`src/rtl/iq_pkg.sv`:
```
package iq_pkg;
  localparam int unsigned IQ_ENTRIES = 8;
  localparam int unsigned IQ_NBUS    = 2;
  localparam int unsigned IQ_TAG_W   = 6;
  localparam int unsigned IQ_DATA_W  = 16;
  localparam int unsigned IQ_OP_W    = 4;

  // One-hot to binary index; zero when the vector is empty.
  function automatic int unsigned onehot_index(input logic [63:0] v, input int unsigned n);
    int unsigned r;
    r = 0;
    for (int unsigned i = 0; i < 64; i++)
      if (i < n && v[i]) r = i;
    return r;
  endfunction
endpackage

```
`src/rtl/iq_picker.sv`:
```
module iq_picker #(
  parameter int unsigned N   = iq_pkg::IQ_ENTRIES,
  localparam int unsigned IDX_W = (N > 1) ? $clog2(N) : 1
) (
  input  logic             clk,
  input  logic             rst_n,
  input  logic [N-1:0]     req,
  output logic [N-1:0]     grant,
  output logic             any,
  output logic [IDX_W-1:0] idx
);
  logic [N:0] blocked;
  assign blocked[0] = 1'b0;

  for (genvar i = 0; i < N; i++) begin : g_chain
    assign blocked[i+1] = blocked[i] | req[i];
    assign grant[i]     = req[i] & ~blocked[i];
  end

  logic [63:0] grant_w;
  always_comb begin
    grant_w = '0;
    grant_w[N-1:0] = grant;
  end

  assign any = blocked[N];
  assign idx = IDX_W'(iq_pkg::onehot_index(grant_w, N));


  single_grant_chk: assert property (@(posedge clk) disable iff (!rst_n) $onehot0(grant));

  grant_needs_req_chk: assert property (@(posedge clk) disable iff (!rst_n)
    ((grant & ~req) == '0));

  any_means_grant_chk: assert property (@(posedge clk) disable iff (!rst_n)
    any |-> $countones(grant) == 1);
endmodule

```
`src/rtl/iq_operand.sv`:
```
module iq_operand #(
  parameter int unsigned NBUS   = iq_pkg::IQ_NBUS,
  parameter int unsigned TAG_W  = iq_pkg::IQ_TAG_W,
  parameter int unsigned DATA_W = iq_pkg::IQ_DATA_W
) (
  input  logic                   clk,
  input  logic                   rst_n,
  input  logic                   live,
  input  logic                   wr_en,
  input  logic [TAG_W-1:0]       wr_tag,
  input  logic                   wr_rdy,
  input  logic [DATA_W-1:0]      wr_val,
  input  logic [NBUS-1:0]        bc_valid,
  input  logic [NBUS*TAG_W-1:0]  bc_tag,
  input  logic [NBUS*DATA_W-1:0] bc_val,
  output logic                   rdy_o,
  output logic [DATA_W-1:0]      val_o,
  output logic                   woke_o
);
  logic [TAG_W-1:0]  tag_q;
  logic              rdy_q;
  logic [DATA_W-1:0] val_q;
  logic [TAG_W-1:0]  cmp_tag;
  logic              hit;
  logic [DATA_W-1:0] hit_val;

  assign cmp_tag = wr_en ? wr_tag : tag_q;

  // Lowest-numbered matching bus wins: scan downward so it is written last.
  always_comb begin
    hit     = 1'b0;
    hit_val = '0;
    for (int b = NBUS - 1; b >= 0; b--) begin
      if (bc_valid[b] && bc_tag[b*TAG_W +: TAG_W] == cmp_tag) begin
        hit     = 1'b1;
        hit_val = bc_val[b*DATA_W +: DATA_W];
      end
    end
  end

  assign woke_o = !wr_en && live && !rdy_q && hit;

  always_ff @(posedge clk or negedge rst_n) begin
    if (!rst_n) begin
      tag_q <= '0;
      rdy_q <= 1'b0;
      val_q <= '0;
    end else if (wr_en) begin
      tag_q <= wr_tag;
      if (wr_rdy) begin
        rdy_q <= 1'b1;
        val_q <= wr_val;
      end else begin
        rdy_q <= hit;
        val_q <= hit ? hit_val : '0;
      end
    end else if (woke_o) begin
      rdy_q <= 1'b1;
      val_q <= hit_val;
    end
  end

  assign rdy_o = rdy_q;
  assign val_o = val_q;


  ready_value_hold_chk: assert property (@(posedge clk) disable iff (!rst_n)
    (rdy_q && !wr_en) |=> (rdy_q && $stable(val_q)));

  wake_sets_ready_chk: assert property (@(posedge clk) disable iff (!rst_n)
    woke_o |=> rdy_q);
endmodule

```
`src/rtl/iq_entry.sv`:
```
module iq_entry #(
  parameter int unsigned NBUS   = iq_pkg::IQ_NBUS,
  parameter int unsigned TAG_W  = iq_pkg::IQ_TAG_W,
  parameter int unsigned DATA_W = iq_pkg::IQ_DATA_W,
  parameter int unsigned OP_W   = iq_pkg::IQ_OP_W
) (
  input  logic                   clk,
  input  logic                   rst_n,
  input  logic                   wr_en,
  input  logic                   free,
  input  logic                   grant,
  input  logic [OP_W-1:0]        wr_op,
  input  logic [TAG_W-1:0]       wr_dst,
  input  logic [TAG_W-1:0]       wr_l_tag,
  input  logic                   wr_l_rdy,
  input  logic [DATA_W-1:0]      wr_l_val,
  input  logic [TAG_W-1:0]       wr_r_tag,
  input  logic                   wr_r_rdy,
  input  logic [DATA_W-1:0]      wr_r_val,
  input  logic [NBUS-1:0]        bc_valid,
  input  logic [NBUS*TAG_W-1:0]  bc_tag,
  input  logic [NBUS*DATA_W-1:0] bc_val,
  output logic                   valid_o,
  output logic                   bid_o,
  output logic [OP_W-1:0]        op_o,
  output logic [TAG_W-1:0]       dst_o,
  output logic [DATA_W-1:0]      l_val_o,
  output logic [DATA_W-1:0]      r_val_o
);
  logic            valid_q, issued_q;
  logic [OP_W-1:0] op_q;
  logic [TAG_W-1:0] dst_q;
  logic            l_rdy, r_rdy, l_woke, r_woke;

  iq_operand #(.NBUS(NBUS), .TAG_W(TAG_W), .DATA_W(DATA_W)) i_left (
    .clk, .rst_n, .live(valid_q), .wr_en,
    .wr_tag(wr_l_tag), .wr_rdy(wr_l_rdy), .wr_val(wr_l_val),
    .bc_valid, .bc_tag, .bc_val,
    .rdy_o(l_rdy), .val_o(l_val_o), .woke_o(l_woke)
  );

  iq_operand #(.NBUS(NBUS), .TAG_W(TAG_W), .DATA_W(DATA_W)) i_right (
    .clk, .rst_n, .live(valid_q), .wr_en,
    .wr_tag(wr_r_tag), .wr_rdy(wr_r_rdy), .wr_val(wr_r_val),
    .bc_valid, .bc_tag, .bc_val,
    .rdy_o(r_rdy), .val_o(r_val_o), .woke_o(r_woke)
  );

  always_ff @(posedge clk or negedge rst_n) begin
    if (!rst_n) begin
      valid_q  <= 1'b0;
      issued_q <= 1'b0;
      op_q     <= '0;
      dst_q    <= '0;
    end else if (wr_en) begin
      valid_q  <= 1'b1;
      issued_q <= 1'b0;
      op_q     <= wr_op;
      dst_q    <= wr_dst;
    end else begin
      if (free)  valid_q  <= 1'b0;
      if (grant) issued_q <= 1'b1;
    end
  end

  assign valid_o = valid_q;
  assign bid_o   = valid_q && !issued_q && l_rdy && r_rdy;
  assign op_o    = op_q;
  assign dst_o   = dst_q;


  issued_stays_chk: assert property (@(posedge clk) disable iff (!rst_n)
    (grant && !free && !wr_en) |=> (valid_q && !bid_o));

  free_empties_chk: assert property (@(posedge clk) disable iff (!rst_n)
    (free && !wr_en) |=> !valid_q);

  wake_pair_chk: assert property (@(posedge clk) disable iff (!rst_n)
    (l_woke && r_woke) |=> (l_rdy && r_rdy));
endmodule

```
`src/rtl/wakeup_select_iq.sv`:
```
module wakeup_select_iq #(
  parameter int unsigned ENTRIES = iq_pkg::IQ_ENTRIES,
  parameter int unsigned NBUS    = iq_pkg::IQ_NBUS,
  parameter int unsigned TAG_W   = iq_pkg::IQ_TAG_W,
  parameter int unsigned DATA_W  = iq_pkg::IQ_DATA_W,
  parameter int unsigned OP_W    = iq_pkg::IQ_OP_W,
  localparam int unsigned SLOT_W = (ENTRIES > 1) ? $clog2(ENTRIES) : 1
) (
  input  logic                   clk,
  input  logic                   rst_n,
  input  logic                   disp_valid,
  output logic                   disp_ready,
  output logic [SLOT_W-1:0]      disp_slot,
  input  logic [OP_W-1:0]        disp_op,
  input  logic [TAG_W-1:0]       disp_dst,
  input  logic [TAG_W-1:0]       disp_l_tag,
  input  logic                   disp_l_rdy,
  input  logic [DATA_W-1:0]      disp_l_val,
  input  logic [TAG_W-1:0]       disp_r_tag,
  input  logic                   disp_r_rdy,
  input  logic [DATA_W-1:0]      disp_r_val,
  input  logic [NBUS-1:0]        bc_valid,
  input  logic [NBUS*TAG_W-1:0]  bc_tag,
  input  logic [NBUS*DATA_W-1:0] bc_val,
  input  logic [ENTRIES-1:0]     free_vec,
  output logic                   iss_valid,
  output logic [SLOT_W-1:0]      iss_slot,
  output logic [OP_W-1:0]        iss_op,
  output logic [TAG_W-1:0]       iss_dst,
  output logic [DATA_W-1:0]      iss_l_val,
  output logic [DATA_W-1:0]      iss_r_val
);
  logic [ENTRIES-1:0] valid_vec, bid_vec, grant_vec, empty_vec, alloc_vec, wr_vec;
  logic [OP_W-1:0]    op_a  [ENTRIES];
  logic [TAG_W-1:0]   dst_a [ENTRIES];
  logic [DATA_W-1:0]  lv_a  [ENTRIES];
  logic [DATA_W-1:0]  rv_a  [ENTRIES];
  logic               alloc_any;

  assign empty_vec = ~valid_vec;

  // Slot allocator: same fixed-priority picker applied to empty slots.
  iq_picker #(.N(ENTRIES)) i_alloc (
    .clk, .rst_n, .req(empty_vec), .grant(alloc_vec), .any(alloc_any), .idx(disp_slot)
  );

  // Issue select.
  iq_picker #(.N(ENTRIES)) i_select (
    .clk, .rst_n, .req(bid_vec), .grant(grant_vec), .any(iss_valid), .idx(iss_slot)
  );

  assign disp_ready = alloc_any;
  assign wr_vec     = disp_valid ? alloc_vec : '0;

  for (genvar i = 0; i < ENTRIES; i++) begin : g_slot
    iq_entry #(.NBUS(NBUS), .TAG_W(TAG_W), .DATA_W(DATA_W), .OP_W(OP_W)) i_entry (
      .clk, .rst_n,
      .wr_en(wr_vec[i]), .free(free_vec[i]), .grant(grant_vec[i]),
      .wr_op(disp_op), .wr_dst(disp_dst),
      .wr_l_tag(disp_l_tag), .wr_l_rdy(disp_l_rdy), .wr_l_val(disp_l_val),
      .wr_r_tag(disp_r_tag), .wr_r_rdy(disp_r_rdy), .wr_r_val(disp_r_val),
      .bc_valid, .bc_tag, .bc_val,
      .valid_o(valid_vec[i]), .bid_o(bid_vec[i]),
      .op_o(op_a[i]), .dst_o(dst_a[i]), .l_val_o(lv_a[i]), .r_val_o(rv_a[i])
    );
  end

  always_comb begin
    iss_op    = '0;
    iss_dst   = '0;
    iss_l_val = '0;
    iss_r_val = '0;
    for (int i = 0; i < ENTRIES; i++) begin
      if (grant_vec[i]) begin
        iss_op    = iss_op    | op_a[i];
        iss_dst   = iss_dst   | dst_a[i];
        iss_l_val = iss_l_val | lv_a[i];
        iss_r_val = iss_r_val | rv_a[i];
      end
    end
  end


  full_refuse_chk: assert property (@(posedge clk) disable iff (!rst_n)
    (disp_valid && !disp_ready && free_vec == '0) |=> $stable(valid_vec));

  dispatch_fills_chk: assert property (@(posedge clk) disable iff (!rst_n)
    (disp_valid && disp_ready && (free_vec & alloc_vec) == '0) |=> ((valid_vec & $past(alloc_vec)) != '0));

  issue_keeps_full_chk: assert property (@(posedge clk) disable iff (!rst_n)
    (!disp_ready && !disp_valid && free_vec == '0) |=> !disp_ready);
endmodule

```
`config.mk`:
```
export PLATFORM = sky130hd
export DESIGN_NAME = wakeup_select_iq
export DESIGN_NICKNAME = d
export VERILOG_FILES = /design/src/rtl/iq_pkg.sv /design/src/rtl/iq_picker.sv /design/src/rtl/iq_operand.sv /design/src/rtl/iq_entry.sv /design/src/rtl/wakeup_select_iq.sv
export SDC_FILE = /design/constraint.sdc
export NUM_CORES = 2
export LEC_CHECK = 0
export BUFFER_PORTS_ARGS = -buffer_cell sky130_fd_sc_hd__clkbuf_2
export CORE_MARGIN = 2
export CORE_UTILIZATION = 45
export DETAILED_ROUTE_END_ITERATION = 8
export GPL_TIMING_DRIVEN = 0
export SYNTH_ARGS = -nofsm -noshare
export SYNTH_HDL_FRONTEND = slang
export SYNTH_SLANG_ARGS = --single-unit
```
`constraint.sdc`:
```
create_clock -name clk -period 3.6 [get_ports clk]
set_input_delay 0.36 -clock clk [delete_from_list [all_inputs] [get_ports clk]]
set_output_delay 0.36 -clock clk [all_outputs]
set_load 0.02 [all_outputs]
```
Word level (Yosys, flattened, before mapping) --
Cells that the tools add are included.
Operators by class: equality and inequality tests 32, multiplexer cells 271, reduce and logical (&&, ||, !) cells 160, bitwise logic cells 71
Operators with widths (number):
- $mux W16 | 112
- $or A16 B16 Y16 | 14
- $eq A6 B6 Y1 | 32
- $mux W6 | 24
- $mux W1 | 114
- $logic_and A1 B1 Y1 | 96
- $reduce_bool A2 Y1 | 32
- $or A6 B6 Y6 | 7
- $logic_not A1 Y1 | 32
- $mux W4 | 8
- $mux W3 | 10
- $or A4 B4 Y4 | 7
- $and A1 B1 Y1 | 14
- $not A1 Y1 | 14
- $or A1 B1 Y1 | 14
- $mux W8 | 1
- $not A8 Y8 | 1
- $mux W2 | 2
Word-level totals: logic and storage cells 614, register bits after elaboration 464

Logic depth before layout (Yosys ltp) --
depth in word-level cells 19, depth in mapped cells 14

Modules after synthesis --
A second synthesis with hierarchy kept.
Unflattened totals: cell total of the unflattened synthesis 2410, area, all modules 29145.5 um^2
Modules (own cells, without submodules):
- iq_operand | area an instance 1432.6 um^2, sequential area each 575.6 um^2, cells each 117, times used 16
- iq_entry | area an instance 484.2 um^2, sequential area each 300.3 um^2, cells each 28, times used 8
- wakeup_select_iq | area an instance 2054.5 um^2, sequential area each 0.0 um^2, cells each 266, times used 1
- iq_picker | area an instance 147.6 um^2, sequential area each 0.0 um^2, cells each 24, times used 2

Worst setup path before layout --
OpenSTA, ideal clock, no wires.
path kind register to output, from register g_slot[3].i_entry.valid_q, to output iss_dst[1], data arrival time 2905 ps, cell stages (with the launch flop) 13, required time 3240 ps, slack 335 ps, buffers on the path 6, path through dfrtp_1 buf_2 buf_2 buf_2 buf_2 buf_2 a41oi_1 nand3_1 nor4_1 clkbuf_1 nand2_1 nand2_1 a221o_1
On the way: longest elaborated chain between the ends 13, elaborated cells on any way between the ends 25, those cells by class mux (5); bitwise (17); reduce/logical (3)
Ends and longest elaborated chain:
- start, declared | RTL line iq_entry.sv:30 | logic valid_q, issued_q;
- start signal, assigned | RTL line iq_entry.sv:51 | valid_q <= 1'b0;
- start signal, assigned | RTL line iq_entry.sv:56 | valid_q <= 1'b1;
- start signal, assigned | RTL line iq_entry.sv:61 | if (free) valid_q <= 1'b0;
- $logic_and A1 B1 Y1 * (3 in series) | RTL line iq_entry.sv:67 | assign bid_o = valid_q && !issued_q && l_rdy && r_rdy;
- $and A1 B1 Y1 / $or A1 B1 Y1 (equally long branches) | RTL line iq_picker.sv:17, iq_picker.sv:16
- $mux W6 / $not A1 Y1 (equally long branches) | RTL line wakeup_select_iq.sv:74, iq_picker.sv:17
- $or A6 B6 Y6 / $and A1 B1 Y1 (equally long branches) | RTL line wakeup_select_iq.sv:76, iq_picker.sv:17
- $mux W6 | RTL line wakeup_select_iq.sv:74 | if (grant_vec[i]) begin
- $or A6 B6 Y6 | RTL line wakeup_select_iq.sv:76 | iss_dst = iss_dst | dst_a[i];
- $mux W6 | RTL line wakeup_select_iq.sv:74
- $or A6 B6 Y6 | RTL line wakeup_select_iq.sv:76
- $mux W6 | RTL line wakeup_select_iq.sv:74
- $or A6 B6 Y6 | RTL line wakeup_select_iq.sv:76
- $mux W6 * | RTL line wakeup_select_iq.sv:74
- end, declared | RTL line wakeup_select_iq.sv:29 | output logic [TAG_W-1:0] iss_dst,
Every way passes the cells marked *; elsewhere a longest branch is shown, timed or not.

Final worst setup path --
from register g_slot[3].i_entry.valid_q, to output iss_l_val[0]
On the way: longest elaborated chain between the ends 13, elaborated cells on any way between the ends 25, those cells by class mux (5); bitwise (17); reduce/logical (3)
Ends and longest elaborated chain:
- $logic_and A1 B1 Y1 * (3 in series) | RTL line iq_entry.sv:67
- $and A1 B1 Y1 / $or A1 B1 Y1 (equally long branches) | RTL line iq_picker.sv:17, iq_picker.sv:16
- $mux W16 / $not A1 Y1 (equally long branches) | RTL line wakeup_select_iq.sv:74, iq_picker.sv:17
- $or A16 B16 Y16 / $and A1 B1 Y1 (equally long branches) | RTL line wakeup_select_iq.sv:77, iq_picker.sv:17
- $mux W16 | RTL line wakeup_select_iq.sv:74
- $or A16 B16 Y16 | RTL line wakeup_select_iq.sv:77 | iss_l_val = iss_l_val | lv_a[i];
- $mux W16 | RTL line wakeup_select_iq.sv:74
- $or A16 B16 Y16 | RTL line wakeup_select_iq.sv:77
- $mux W16 | RTL line wakeup_select_iq.sv:74
- $or A16 B16 Y16 | RTL line wakeup_select_iq.sv:77
- $mux W16 * | RTL line wakeup_select_iq.sv:74
- end, declared | RTL line wakeup_select_iq.sv:30 | output logic [DATA_W-1:0] iss_l_val,
Marks and branches as above.

==> results.cfg <==
[outcome]
status = finished, violations left
failed_checks = negative setup slack

[setup_path]
critPathSlowestCell = dfrtp_1
critPathBufInv = 7
worst_ep_arrival_time_ns = 3.27
cpPeakStageDelay_ns = 0.37
cp_top_family = buffers and inverters
worstSetupStartpointType = flip-flop
cp.depth = 12
path_cells = buf_6 > buf_12 > buf_12 > buf_8 > a41oi_4 > nand3_4 > a41o_4 > nor3_4 > buf_8 > clkbuf_16 > a221o_1 > clkbuf_8
timing.critical_path.fanout_max = 5
ff2ff_path_depth = 12
critical_path_class = reg2out
endpoint_kind = output pin
worstPathRequired_ns = 3.24

[power]
totalPowerFinal_mw = 17.06
peakVddDrop_v = 0.0003859
leakagePower_nw = 17.16
power.density_mw_per_mm2 = 467.2

[drt]
routedWlPerCell_um = 26.94
ant_nets = 0
drtIter0Drc = 3921
routed_via_density = 6.277
drc = 0
dr.pass1.iters = 7
route.final.wire_length_um = 128700
vias = 29980

[die]
io_pins = 163
dieWidth_um = 261.3
core_mm2 = 0.06563
die_y_um = 261.3
start_util_pct = 45.38
std_cell_rows = 94
die_area_mm2 = 0.06826

[final_layout]
area_growth_pct = 22.62
drive_gt1_share_pct = 20.26
nNetsFinal = 3975
nFillCells = 6112
fin_area_mm2 = 0.03652

[synth]
syn_avg_cell_area_um2 = 8.357
ys_types = 80
synthTopCellsByArea = dfrtp_1 (39%), nand2_1 (7.1%), a21oi_1 (5.5%)
yosysTopAreaCell = dfrtp_1
yosysMostFrequentCell = nand2_1
synth_top_area_share_pct = 38.98
yosys_most_used_dff = dfrtp_1
ys_async_sr_fraction_pct = 100.0
ys_ff_latch = 464
synth_seq_area_share_pct = 38.98
synth_edf_count = 0
synth_common_cells = nand2_1 (560), dfrtp_1 (464), a21oi_1 (327)
yosysWarnings = 0
syn_nets = 3677
syn-instance-count = 3564
syn-cell-area_mm2 = 0.02978

[clock_tree]
cts_tree = done
clk_latency_ns = 0.66
htree_levels = 2
cts_buffers = 57
clock-sinks = 464
path_clk_slew_ns = 0.06
clockBufferDepth = 3
root_buffer = clkbuf_16

[global_routing]
grt_max_degree = 107
grt.overflow.total = 0
grt_pass1_vias = 28880
grt_pass1_wl_um = 187800
gr-usage-all-layers_pct = 37.02
antenna_found_initial = 6

[placed_design]
placed_area_mm2 = 0.03166
gp_congestion = 0.9837
io_buffers = 124
hpwl_um = 94300

[run]
cap_violations = 0

[timing]
rsz0062_at_grt = yes
fin_crit_sh_pct = 100.8
fmax_mhz = 275.4
drv_slew = 0
final-hold-violation-count = 0
setup_viol = 2
period_needed_ns = 3.630
tightest_slew_ns = 1.309
max_slew_margin_pct = 12.70
setup_ws_ns = -0.03044
fin_worst_skew_ns = 0.02984

[worst_hold_path]
hold_depth = 3
min_path_type = in2reg
==> power breakdown <==
group	internal (mW)	total (mW)	switching (mW)
clock	3.80	6.34	2.54
combinational	1.70	4.28	2.58
sequential	5.97	6.44	0.467
total	11.5	17.1	5.59
==> timing repair <==
| action | CTS | global route |
|---|---|---|
| hold buffers | 18 | 0 |
| pin swaps | 70 | 30 |
| setup buffers | 77 | 26 |
| cloned | 3 | 1 |
| endpoints found under the setup margin | 267 | 253 |
| resized for setup | 316 | 182 |
| hold endpoints to repair | 148 | 0 |
==> registers in the layout, indices dropped and copies added, names as in the netlist <==
| name | count |
|---|---|
| g_slot.i_entry.i_right.val_o | 128 |
| g_slot.i_entry.dst_o | 48 |
| g_slot.i_entry.i_right.rdy_o | 8 |
| g_slot.i_entry.i_left.tag_q | 48 |
| g_slot.i_entry.i_left.rdy_o | 8 |
| g_slot.i_entry.i_left.val_o | 128 |
| g_slot.i_entry.valid_o | 8 |
| g_slot.i_entry.issued_q | 8 |
| g_slot.i_entry.i_right.tag_q | 48 |
| g_slot.i_entry.op_o | 32 |
==> worst min-delay path, stage by stage <==
cell and delay, ns:
buf_2 0.17, nand2_1 0.07, nand2_1 0.04
==> layout by cell type (no fill, tap or decap), types with 14 or more instances in the layout <==
master	instances
mux2i_1	151
and3b_1	25
o21ai_1	36
buf_4	121
clkinv_2	16
nor4_4	14
xnor2_1	88
clkbuf_1	185
clkbuf_2	107
dlygate4sd3_1	18
o211ai_1	20
o22ai_1	40
nor4_1	37
nand3b_1	19
buf_6	34
nor2_1	232
buf_2	22
o221ai_1	19
a221oi_2	30
dfrtp_1	460
clkbuf_8	62
a21oi_1	317
mux2_2	127
clkbuf_16	63
clkbuf_4	17
nor3b_1	16
xor2_1	38
o21ai_0	97
a31oi_1	93
inv_1	167
a21o_1	21
and3_1	100
a22oi_1	27
nand2_1	558
a22oi_2	18
nand4_1	29
nand3_1	129
a221o_1	43
==> cell families after synthesis <==
| family | Yosys count | share of synthesized area (%) |
|---|---|---|
| multiplexers | 296 | 10.51 |
| buffers and inverters | 519 | 7.288 |
| AO/OA/AOI/OAI | 878 | 18.71 |
| AND/OR/NAND/NOR | 1280 | 20.76 |
| XOR/XNOR | 127 | 3.735 |
| flip-flops | 464 | 38.98 |
==> through the flow <==
step | worst slack [ns] | cells | hold slack [ns] | TNS [ns] | utilization [%]
after floorplan | 0.3346 | 3564 | 0.06441 | 0 | -
after global placement | -9.332 | 4552 | 0.4582 | -4542.74 | 47.98
after detailed placement | -1.570 | 4559 | 0.4152 | -230.28 | 48.24
after CTS | -0.1622 | 4758 | 0.008609 | -3.422 | 54.59
after global routing | -0.04718 | 4774 | 0.03928 | -0.2576 | 55.64
final | -0.03044 | 4776 | 0.03426 | -0.04043 | 55.65
==> worst paths after layout <==
check	to	slack [ns]	startpoint
setup / recovery	iss_l_val[0]	-0.03	g_slot[3].i_entry.valid_o$_DFFE_PN0P_
hold / removal	g_slot[2].i_entry.op_o[3]$_DFFE_PN0P_	0.03	disp_op[3]
setup reg to reg	g_slot[0].i_entry.i_left.val_o[12]$_DFFE_PN0P_	0.05	g_slot[0].i_entry.valid_o$_DFFE_PN0P_
hold reg to reg	g_slot[5].i_entry.dst_o[1]$_DFFE_PN0P_	0.48	g_slot[5].i_entry.dst_o[1]$_DFFE_PN0P_
max in group asynchronous	g_slot[4].i_entry.valid_o$_DFFE_PN0P_	1.73	rst_n
min in group asynchronous	g_slot[7].i_entry.i_right.val_o[12]$_DFFE_PN0P_	0.28	rst_n
==> routing by layer <==
layer	GRT usage, %	vias to the layer above	wire length (um)	share of wire, %
li1	-	13240	-	-
met1	48.84	14520	51740	40
met2	56.68	1770	56250	44
met3	7.327	443	12230	9.5
met4	21.46	10	8404	6.5
met5	0	-	63	0.049
==> area by class of cell <==
cell class / count / area (um2) / area share (%)
multi-input cells: 2581 / 16980 / 46.49
flip-flops and latches: 464 / 11620 / 31.81
repair buffers: 255 / 2195 / 6.009
plain buffers: 332 / 1957 / 5.358
clock buffers: 77 / 1662 / 4.550
well taps: 864 / 1081 / 2.960
inverters: 171 / 641.9 / 1.758
clock inverters: 30 / 385.4 / 1.055
diodes: 2 / 5.005 / 0.01370
(Power assumes the default switching activity.)
